**src/rtl/xbus_pkg.sv**
```systemverilog
package xbus_pkg;

   typedef enum logic [2:0] {
      PH_IDLE,
      PH_ADDR,
      PH_DAT1,
      PH_WAIT,
      PH_DAT2,
      PH_LAST
   } xbus_ph_e;

endpackage

```
**src/rtl/xbus_seq.sv**
```systemverilog
module xbus_seq
   import xbus_pkg::*;
#(
   parameter int WAIT_W = 2
) (
   input  logic              clk,
   input  logic              rst_n,
   input  logic              req_valid,
   input  logic              word_q,
   input  logic              cfg_dyn_width,
   input  logic              bus_width_i,
   input  logic              ready_i,
   input  logic              cfg_iwait_en,
   input  logic [WAIT_W-1:0] cfg_iwait_num,
   output xbus_ph_e          ph,
   output logic              wide,
   output logic              half,
   output logic              accept,
   output logic              done
);

   logic [WAIT_W-1:0] rem;
   logic [WAIT_W-1:0] rem_dec;
   logic [WAIT_W-1:0] rem_load;
   logic              wsub;
   logic              more;

   assign rem_dec  = (rem == '0) ? '0 : rem - 1'b1;
   assign rem_load = cfg_iwait_en ? cfg_iwait_num : '0;
   assign accept   = (ph == PH_IDLE) && req_valid;
   assign more     = word_q && !wide && !half;
   assign done     = (ph == PH_LAST) && !more;

   always_ff @(posedge clk or negedge rst_n) begin
      if (!rst_n) begin
         ph   <= PH_IDLE;
         wide <= 1'b0;
         half <= 1'b0;
         rem  <= '0;
         wsub <= 1'b0;
      end else begin
         unique case (ph)
            PH_IDLE: if (req_valid) begin
               ph   <= PH_ADDR;
               half <= 1'b0;
               rem  <= rem_load;
            end
            PH_ADDR: begin
               ph <= PH_DAT1;
               if (!half) wide <= cfg_dyn_width & bus_width_i;
            end
            PH_DAT1: begin
               wsub <= 1'b0;
               ph   <= (!ready_i || rem != '0) ? PH_WAIT : PH_DAT2;
            end
            PH_WAIT: begin
               wsub <= ~wsub;
               if (wsub) begin
                  rem <= rem_dec;
                  if (ready_i && rem_dec == '0) ph <= PH_DAT2;
               end
            end
            PH_DAT2: ph <= PH_LAST;
            PH_LAST: if (more) begin
               ph   <= PH_ADDR;
               half <= 1'b1;
               rem  <= rem_load;
            end else begin
               ph <= PH_IDLE;
            end
            default: ph <= PH_IDLE;
         endcase
      end
   end


   addr_one_clk_chk: assert property (@(posedge clk) disable iff (!rst_n)
      ph == PH_ADDR |=> ph == PH_DAT1);


   idle_hold_chk: assert property (@(posedge clk) disable iff (!rst_n)
      (ph == PH_IDLE && !req_valid) |=> ph == PH_IDLE);


   wait_hold_chk: assert property (@(posedge clk) disable iff (!rst_n)
      (ph == PH_WAIT && !ready_i) |=> ph == PH_WAIT);


   iwait_force_chk: assert property (@(posedge clk) disable iff (!rst_n)
      (ph == PH_DAT1 && rem != '0) |=> ph == PH_WAIT);

endmodule

```
**src/rtl/xbus_lanes.sv**
```systemverilog
module xbus_lanes
   import xbus_pkg::*;
#(
   parameter int ADDR_W = 16,
   parameter int AD_W   = 16
) (
   input  logic              clk,
   input  logic              rst_n,
   input  xbus_ph_e          ph,
   input  logic              wide,
   input  logic              half,
   input  logic [ADDR_W-1:0] addr_q,
   input  logic              write_q,
   input  logic              fetch_q,
   input  logic              word_q,
   input  logic [AD_W-1:0]   wdata_q,
   input  logic              cfg_adv_style,
   input  logic              cfg_split_wr,
   input  logic [AD_W-1:0]   ad_i,
   output logic [AD_W-1:0]   ad_o,
   output logic              ad_oe,
   output logic              addr_stb,
   output logic              rd_n,
   output logic              wr_lo_n,
   output logic              wr_hi_n,
   output logic              inst_o,
   output logic [AD_W-1:0]   rdata
);

   localparam int BYTE_W = AD_W / 2;

   logic [ADDR_W-1:0] cyc_addr;
   logic              word16;
   logic              strobe_ph;
   logic              in_cyc;
   logic              wr_act;
   logic [1:0]        hit;
   logic [BYTE_W-1:0] wbyte;
   logic [BYTE_W-1:0] rbyte;

   assign cyc_addr  = addr_q + ADDR_W'(half);
   assign word16    = word_q & wide;
   assign in_cyc    = (ph != PH_IDLE);
   assign strobe_ph = (ph == PH_DAT1) || (ph == PH_WAIT) || (ph == PH_DAT2);
   assign wr_act    = strobe_ph && write_q;

   for (genvar l = 0; l < 2; l++) begin : g_lane
      assign hit[l] = word16 | (cyc_addr[0] == 1'(l));
   end

   assign wbyte = half ? wdata_q[AD_W-1:BYTE_W] : wdata_q[BYTE_W-1:0];
   assign rbyte = (wide && cyc_addr[0]) ? ad_i[AD_W-1:BYTE_W] : ad_i[BYTE_W-1:0];

   always_comb begin
      if (ph == PH_ADDR)  ad_o = AD_W'(cyc_addr);
      else if (word16)    ad_o = wdata_q;
      else                ad_o = {wbyte, wbyte};
   end

   assign ad_oe    = (ph == PH_ADDR) || (write_q && in_cyc);
   assign rd_n     = !(strobe_ph && !write_q);
   assign wr_lo_n  = !(wr_act && (cfg_split_wr ? hit[0] : 1'b1));
   assign wr_hi_n  = !(wr_act && (cfg_split_wr ? hit[1] : (wide && hit[1])));
   assign addr_stb = cfg_adv_style ? !((ph == PH_ADDR) || strobe_ph) : (ph == PH_ADDR);
   assign inst_o   = in_cyc && fetch_q && !write_q;

   always_ff @(posedge clk or negedge rst_n) begin
      if (!rst_n) begin
         rdata <= '0;
      end else if (ph == PH_DAT2 && !write_q) begin
         if (word16)    rdata <= ad_i;
         else if (half) rdata[AD_W-1:BYTE_W] <= rbyte;
         else           rdata <= {{BYTE_W{1'b0}}, rbyte};
      end
   end


   rd_bus_free_chk: assert property (@(posedge clk) disable iff (!rst_n)
      !rd_n |-> !ad_oe);


   rd_wr_apart_chk: assert property (@(posedge clk) disable iff (!rst_n)
      !rd_n |-> (wr_lo_n && wr_hi_n));


   latch_pulse_chk: assert property (@(posedge clk) disable iff (!rst_n)
      (!cfg_adv_style && addr_stb) |=> !addr_stb);

endmodule

```
**src/rtl/xbus_ctrl.sv**
```systemverilog
module xbus_ctrl
   import xbus_pkg::*;
#(
   parameter int ADDR_W = 16,
   parameter int WAIT_W = 2
) (
   input  logic              clk,
   input  logic              rst_n,
   input  logic              req_valid,
   input  logic [ADDR_W-1:0] req_addr,
   input  logic              req_write,
   input  logic              req_fetch,
   input  logic              req_word,
   input  logic [15:0]       req_wdata,
   output logic              req_done,
   output logic [15:0]       req_rdata,
   input  logic              cfg_dyn_width,
   input  logic              cfg_adv_style,
   input  logic              cfg_split_wr,
   input  logic              cfg_iwait_en,
   input  logic [WAIT_W-1:0] cfg_iwait_num,
   input  logic              bus_width_i,
   input  logic              ready_i,
   input  logic [15:0]       ad_i,
   output logic [15:0]       ad_o,
   output logic              ad_oe,
   output logic              addr_stb,
   output logic              rd_n,
   output logic              wr_lo_n,
   output logic              wr_hi_n,
   output logic              inst_o
);

   localparam int AD_W = 16;

   if (ADDR_W < 2 || ADDR_W > AD_W) begin : g_bad_addr
      $error("xbus_ctrl: ADDR_W must lie in 2..16");
   end
   if (WAIT_W < 1 || WAIT_W > 8) begin : g_bad_wait
      $error("xbus_ctrl: WAIT_W must lie in 1..8");
   end

   xbus_ph_e          ph;
   logic              wide;
   logic              half;
   logic              accept;
   logic [ADDR_W-1:0] addr_q;
   logic              write_q;
   logic              fetch_q;
   logic              word_q;
   logic [AD_W-1:0]   wdata_q;

   always_ff @(posedge clk or negedge rst_n) begin
      if (!rst_n) begin
         addr_q  <= '0;
         write_q <= 1'b0;
         fetch_q <= 1'b0;
         word_q  <= 1'b0;
         wdata_q <= '0;
      end else if (accept) begin
         addr_q  <= req_addr;
         write_q <= req_write;
         fetch_q <= req_fetch;
         word_q  <= req_word;
         wdata_q <= req_wdata;
      end
   end

   xbus_seq #(.WAIT_W(WAIT_W)) u_seq (
      .clk           (clk),
      .rst_n         (rst_n),
      .req_valid     (req_valid),
      .word_q        (word_q),
      .cfg_dyn_width (cfg_dyn_width),
      .bus_width_i   (bus_width_i),
      .ready_i       (ready_i),
      .cfg_iwait_en  (cfg_iwait_en),
      .cfg_iwait_num (cfg_iwait_num),
      .ph            (ph),
      .wide          (wide),
      .half          (half),
      .accept        (accept),
      .done          (req_done)
   );

   xbus_lanes #(.ADDR_W(ADDR_W), .AD_W(AD_W)) u_lanes (
      .clk           (clk),
      .rst_n         (rst_n),
      .ph            (ph),
      .wide          (wide),
      .half          (half),
      .addr_q        (addr_q),
      .write_q       (write_q),
      .fetch_q       (fetch_q),
      .word_q        (word_q),
      .wdata_q       (wdata_q),
      .cfg_adv_style (cfg_adv_style),
      .cfg_split_wr  (cfg_split_wr),
      .ad_i          (ad_i),
      .ad_o          (ad_o),
      .ad_oe         (ad_oe),
      .addr_stb      (addr_stb),
      .rd_n          (rd_n),
      .wr_lo_n       (wr_lo_n),
      .wr_hi_n       (wr_hi_n),
      .inst_o        (inst_o),
      .rdata         (req_rdata)
   );


   idle_quiet_chk: assert property (@(posedge clk) disable iff (!rst_n)
      ph == PH_IDLE |-> (rd_n && wr_lo_n && wr_hi_n && !ad_oe && !inst_o));


   inst_steady_chk: assert property (@(posedge clk) disable iff (!rst_n)
      (ph == PH_DAT1 || ph == PH_WAIT || ph == PH_DAT2 || ph == PH_LAST) |-> $stable(inst_o));

endmodule

```
**config.mk**
```make
export PLATFORM = sky130hd
export DESIGN_NAME = xbus_ctrl
export DESIGN_NICKNAME = d
export VERILOG_FILES = /design/src/rtl/xbus_pkg.sv /design/src/rtl/xbus_seq.sv /design/src/rtl/xbus_lanes.sv /design/src/rtl/xbus_ctrl.sv
export SDC_FILE = /design/constraint.sdc
export NUM_CORES = 1
export LEC_CHECK = 0
export BUFFER_PORTS_ARGS = -buffer_cell sky130_fd_sc_hd__buf_2
export CAP_MARGIN = 10
export CORE_UTILIZATION = 52
export DETAILED_ROUTE_END_ITERATION = 10
export PLACE_DENSITY = 0.81
export SKIP_CTS_REPAIR_TIMING = 1
export SLEW_MARGIN = 20
export SYNTH_ARGS = -nofsm -noshare
export SYNTH_HDL_FRONTEND = slang
export SYNTH_SLANG_ARGS = --single-unit
```
**constraint.sdc**
```tcl
create_clock -name clk -period 2.05 [get_ports clk]
set_clock_uncertainty 0.1 [all_clocks]
set_input_delay 0.205 -clock clk [delete_from_list [all_inputs] [get_ports clk]]
set_output_delay 0.205 -clock clk [all_outputs]
set_load 0.02 [all_outputs]
```
==> impl_metrics.env <==
export IMPL_outcome="finished with violations"
export IMPL_failed_checks="hold timing, setup timing"
export IMPL_port_buffers=100
export IMPL_start_kind="flop"
export IMPL_grt_first_pass_wirelength_mm=12.74
export IMPL_total_routing_resource_utilization_after_global_routing=0.2508
export IMPL_route_detailed_wl_per_inst_um=17.50
export IMPL_initial_antenna_violation_count=0
export IMPL_io_pins=101
export IMPL_worst_r2r_cell_count=6
export IMPL_hold_violation_total_from_the_final_report=4
export IMPL_clock_tree_buffer_depth=2
export IMPL_yosys_top_cells_area="sky130_fd_sc_hd__dfrtp_1 (44%), sky130_fd_sc_hd__mux2_2 (11%), sky130_fd_sc_hd__a21oi_1 (4.6%)"
export IMPL_effective_utilization_at_floorplan=0.5375
export IMPL_final_layout_size_suffix_gt1_frac=0.4617
export IMPL_instances_no_fill=547
export IMPL_fin_worst_hold_slack_ps=-4.022
export IMPL_drt_vias_per_instance=5.837
export IMPL_yosysTopAreaCell="sky130_fd_sc_hd__dfrtp_1"
export IMPL_num_rows=29
export IMPL_synth_most_common_cell="sky130_fd_sc_hd__dfrtp_1"
export IMPL_drtPass1Iterations=7
export IMPL_critPathArrivalTime_ps=1950
export IMPL_regToRegEndpoint="u_lanes.rdata[14]$_DFFE_PN0P_"
export IMPL_min_path_cells=2
export IMPL_cap_viol_max_count=0
export IMPL_die_width_um=82.78
export IMPL_synthToLayoutAreaGrowth_pct=39.86
export IMPL_dp_hpwl_mm=5.981
export IMPL_regToRegSetupSlack_ps=150
export IMPL_setup_viol=13
export IMPL_placedInstanceArea_um2=4058
export IMPL_number_of_nets_produced_by_synthesis=399
export IMPL_syn_avg_cell_area_um2=10.13
export IMPL_synthCells=335
export IMPL_switching_share=0.4373
export IMPL_finish_instance_area_um2=4746
export IMPL_detail_route_iter0_violations=211
export IMPL_power_sequential_fraction=0.304
export IMPL_synth_edf_count=0
export IMPL_power_internal_w=0.004351
export IMPL_tritoncts="built"
export IMPL_fin_ws_ps=-207.2
export IMPL_cts_reportedPaths_clkPinSlew_ps=70
export IMPL_yosys_top_cells_count="sky130_fd_sc_hd__dfrtp_1 (59), sky130_fd_sc_hd__mux2_2 (33), sky130_fd_sc_hd__a21oi_1 (31)"
export IMPL_postRouteWirelength_mm=9.575
export IMPL_pwr_share_comb=0.544
export IMPL_power_ir_vdd_worst_v=0.001111
export IMPL_slew_violations=0
export IMPL_hold_path_class="input port to flop"
export IMPL_dr_total_vias=3193
export IMPL_synthesis_area_um2=3393
export IMPL_worst_setup_path_startpoint="addr_q[11]$_DFFE_PN0P_"
export IMPL_tritoncts_buffers=9
export IMPL_route_antenna_remaining_nets=0
export IMPL_synthArstFlopShare=1.000
export IMPL_synthFlopType="sky130_fd_sc_hd__dfrtp_1"
export IMPL_h_tree_depth=3
export IMPL_antenna_cells_inserted=0
export IMPL_power_density_nw_per_um2=1629
export IMPL_ctsRootBufferMaster="sky130_fd_sc_hd__clkbuf_8"
export IMPL_timing_setup_critical_path_class="flop to primary output"
export IMPL_chipHeight_um=82.78
export IMPL_final_min_clock_period_ps=2257
export IMPL_power_switching_w=0.003382
export IMPL_globalRoute_totalOverflow=0
export IMPL_synth_top_area_frac=0.4351
export IMPL_finalWeightedCongestion=0.8870
export IMPL_yosysUniqueCellTypes=47
export IMPL_worst_ep_required_time_ps=1750
export IMPL_detailedPlace_worstSlack_ps=76.99
export IMPL_clock_sink_count=59
export IMPL_core_area_um2=6314
export IMPL_synth_warning_count=0
export IMPL_leakagePower_nw=2.022
export IMPL_rr_startpoint="addr_q[0]$_DFFE_PN0P_"
export IMPL_worst_slew_pin_slew_ps=566.0
export IMPL_synth_ff_latch_count=59
export IMPL_insertion_delay_ps=340
export IMPL_yosysSeqAreaShare=0.4351
export IMPL_worstSetupEndpointType="primary output"
export IMPL_design_final_nets=529
export IMPL_fraction_of_power_consumed_by_the_clock_network=0.151
export IMPL_max_freq_mhz=443.0
export IMPL_final_worst_path_cycle_share=1.101
export IMPL_worst_setup_path_endpoint="ad_o[15]"
export IMPL_fin_setup_tns_ps=-1103
export IMPL_remaining_drc_errors=0
export IMPL_first_global_vias=2716
export IMPL_placedCellCount=510
export IMPL_rsz0062_at_grt="yes"
export IMPL_pin_count_of_the_biggest_net_entering_global_routing=38
export IMPL_maxSlewHeadroom=0.6227
export IMPL_die_area_um2=6853
export IMPL_cp_max_fo=5
[flip-flops by register name (all words and copies together) (netlist names)]
name           count
u_seq.ph           3
addr_q            16
u_seq.rem          2
write_q            1
u_seq.half         1
word_q             1
wdata_q           16
fetch_q            1
u_lanes.rdata     16
u_seq.wsub         1
u_seq.wide         1
[logic make-up after synthesis]
logic type,synth area share
AOI/OAI and AO/OA,0.1910
xor gates and xnor gates,0.03613
adders and majority gates,0.007373
buffers and inverters,0.03982
DFF,0.4351
muxes,0.1309
and+or+nand+nor,0.1597
[how the worst min path moves through the flow]
stage	endpoint	slack (ps)	start
global placement	addr_q[3]$_DFFE_PN0P_	120	rst_n
CTS	addr_q[4]$_DFFE_PN0P_	-240	rst_n
floorplan	addr_q[0]$_DFFE_PN0P_	-190	rst_n
detailed placement	addr_q[4]$_DFFE_PN0P_	120	rst_n
global route	wdata_q[12]$_DFFE_PN0P_	4	req_wdata[12]
finish	wdata_q[3]$_DFFE_PN0P_	-4	req_wdata[3]
[power by group through the flow]
stage	Sequential, W	Combinational [W]	Clock, W
6_report	0.00235	0.00421	0.00117
2_1_floorplan	0.00226	0.00245	0
3_3_place_gp	0.00221	0.00357	0
5_1_grt	0.00240	0.00453	0.00123
3_5_place_dp	0.00225	0.00365	0
4_1_cts	0.00224	0.00368	0.00119
[per-layer routing]
| layer | track usage | wire length, um |
|---|---|---|
| met1 | 0.3564 | 4214 |
| met2 | 0.3762 | 4678 |
| met3 | 0.05137 | 474 |
| met4 | 0.09310 | 207 |
| met5 | 0 | 0 |
[critical path: stages, from the launching register on]
cell and delay [ps]:
sky130_fd_sc_hd__dfrtp_1 440, sky130_fd_sc_hd__nand4_1 310, sky130_fd_sc_hd__nor4_4 330, sky130_fd_sc_hd__xnor2_1 140, sky130_fd_sc_hd__a21oi_1 210, sky130_fd_sc_hd__buf_4 180
[through the flow]
stage / power, W / util
2_1_floorplan: 0.004714 / -
3_3_place_gp: 0.005783 / 0.6427
3_5_place_dp: 0.005902 / 0.6427
4_1_cts: 0.007111 / 0.6770
5_1_grt: 0.008159 / 0.7517
6_report: 0.007733 / 0.7517
[final cells by class]
type,count,area (um^2)
multi-input cells,250,1987
fillers,413,1568
well taps,77,96.34
clock buffers,9,123.9
inverters,4,15.01
repair buffers,141,942.2
clock inverters,7,92.59
flip-flops and latches,59,1489
[cell usage in the layout, fill, tap and decap left out, drive strengths merged, types with 2 or more instances in the layout]
cell	instances
inv	4
ha	2
o22a	8
xnor2	10
buf	128
a211oi	12
nand4	5
and2	4
a22o	8
xor2	4
clkbuf	9
o21ai	15
bufinv	2
nand3b	2
nor3	3
a21oi	31
nor4b	2
nand2b	5
nand3	10
mux2	35
nor3b	3
clkinv	5
dlygate4sd3	13
nor2b	14
nand2	16
dfrtp	59
nor4	5
o22ai	9
mux2i	5
nor2	22
a22oi	8
Note: power is estimated with default switching activity, not from simulation.
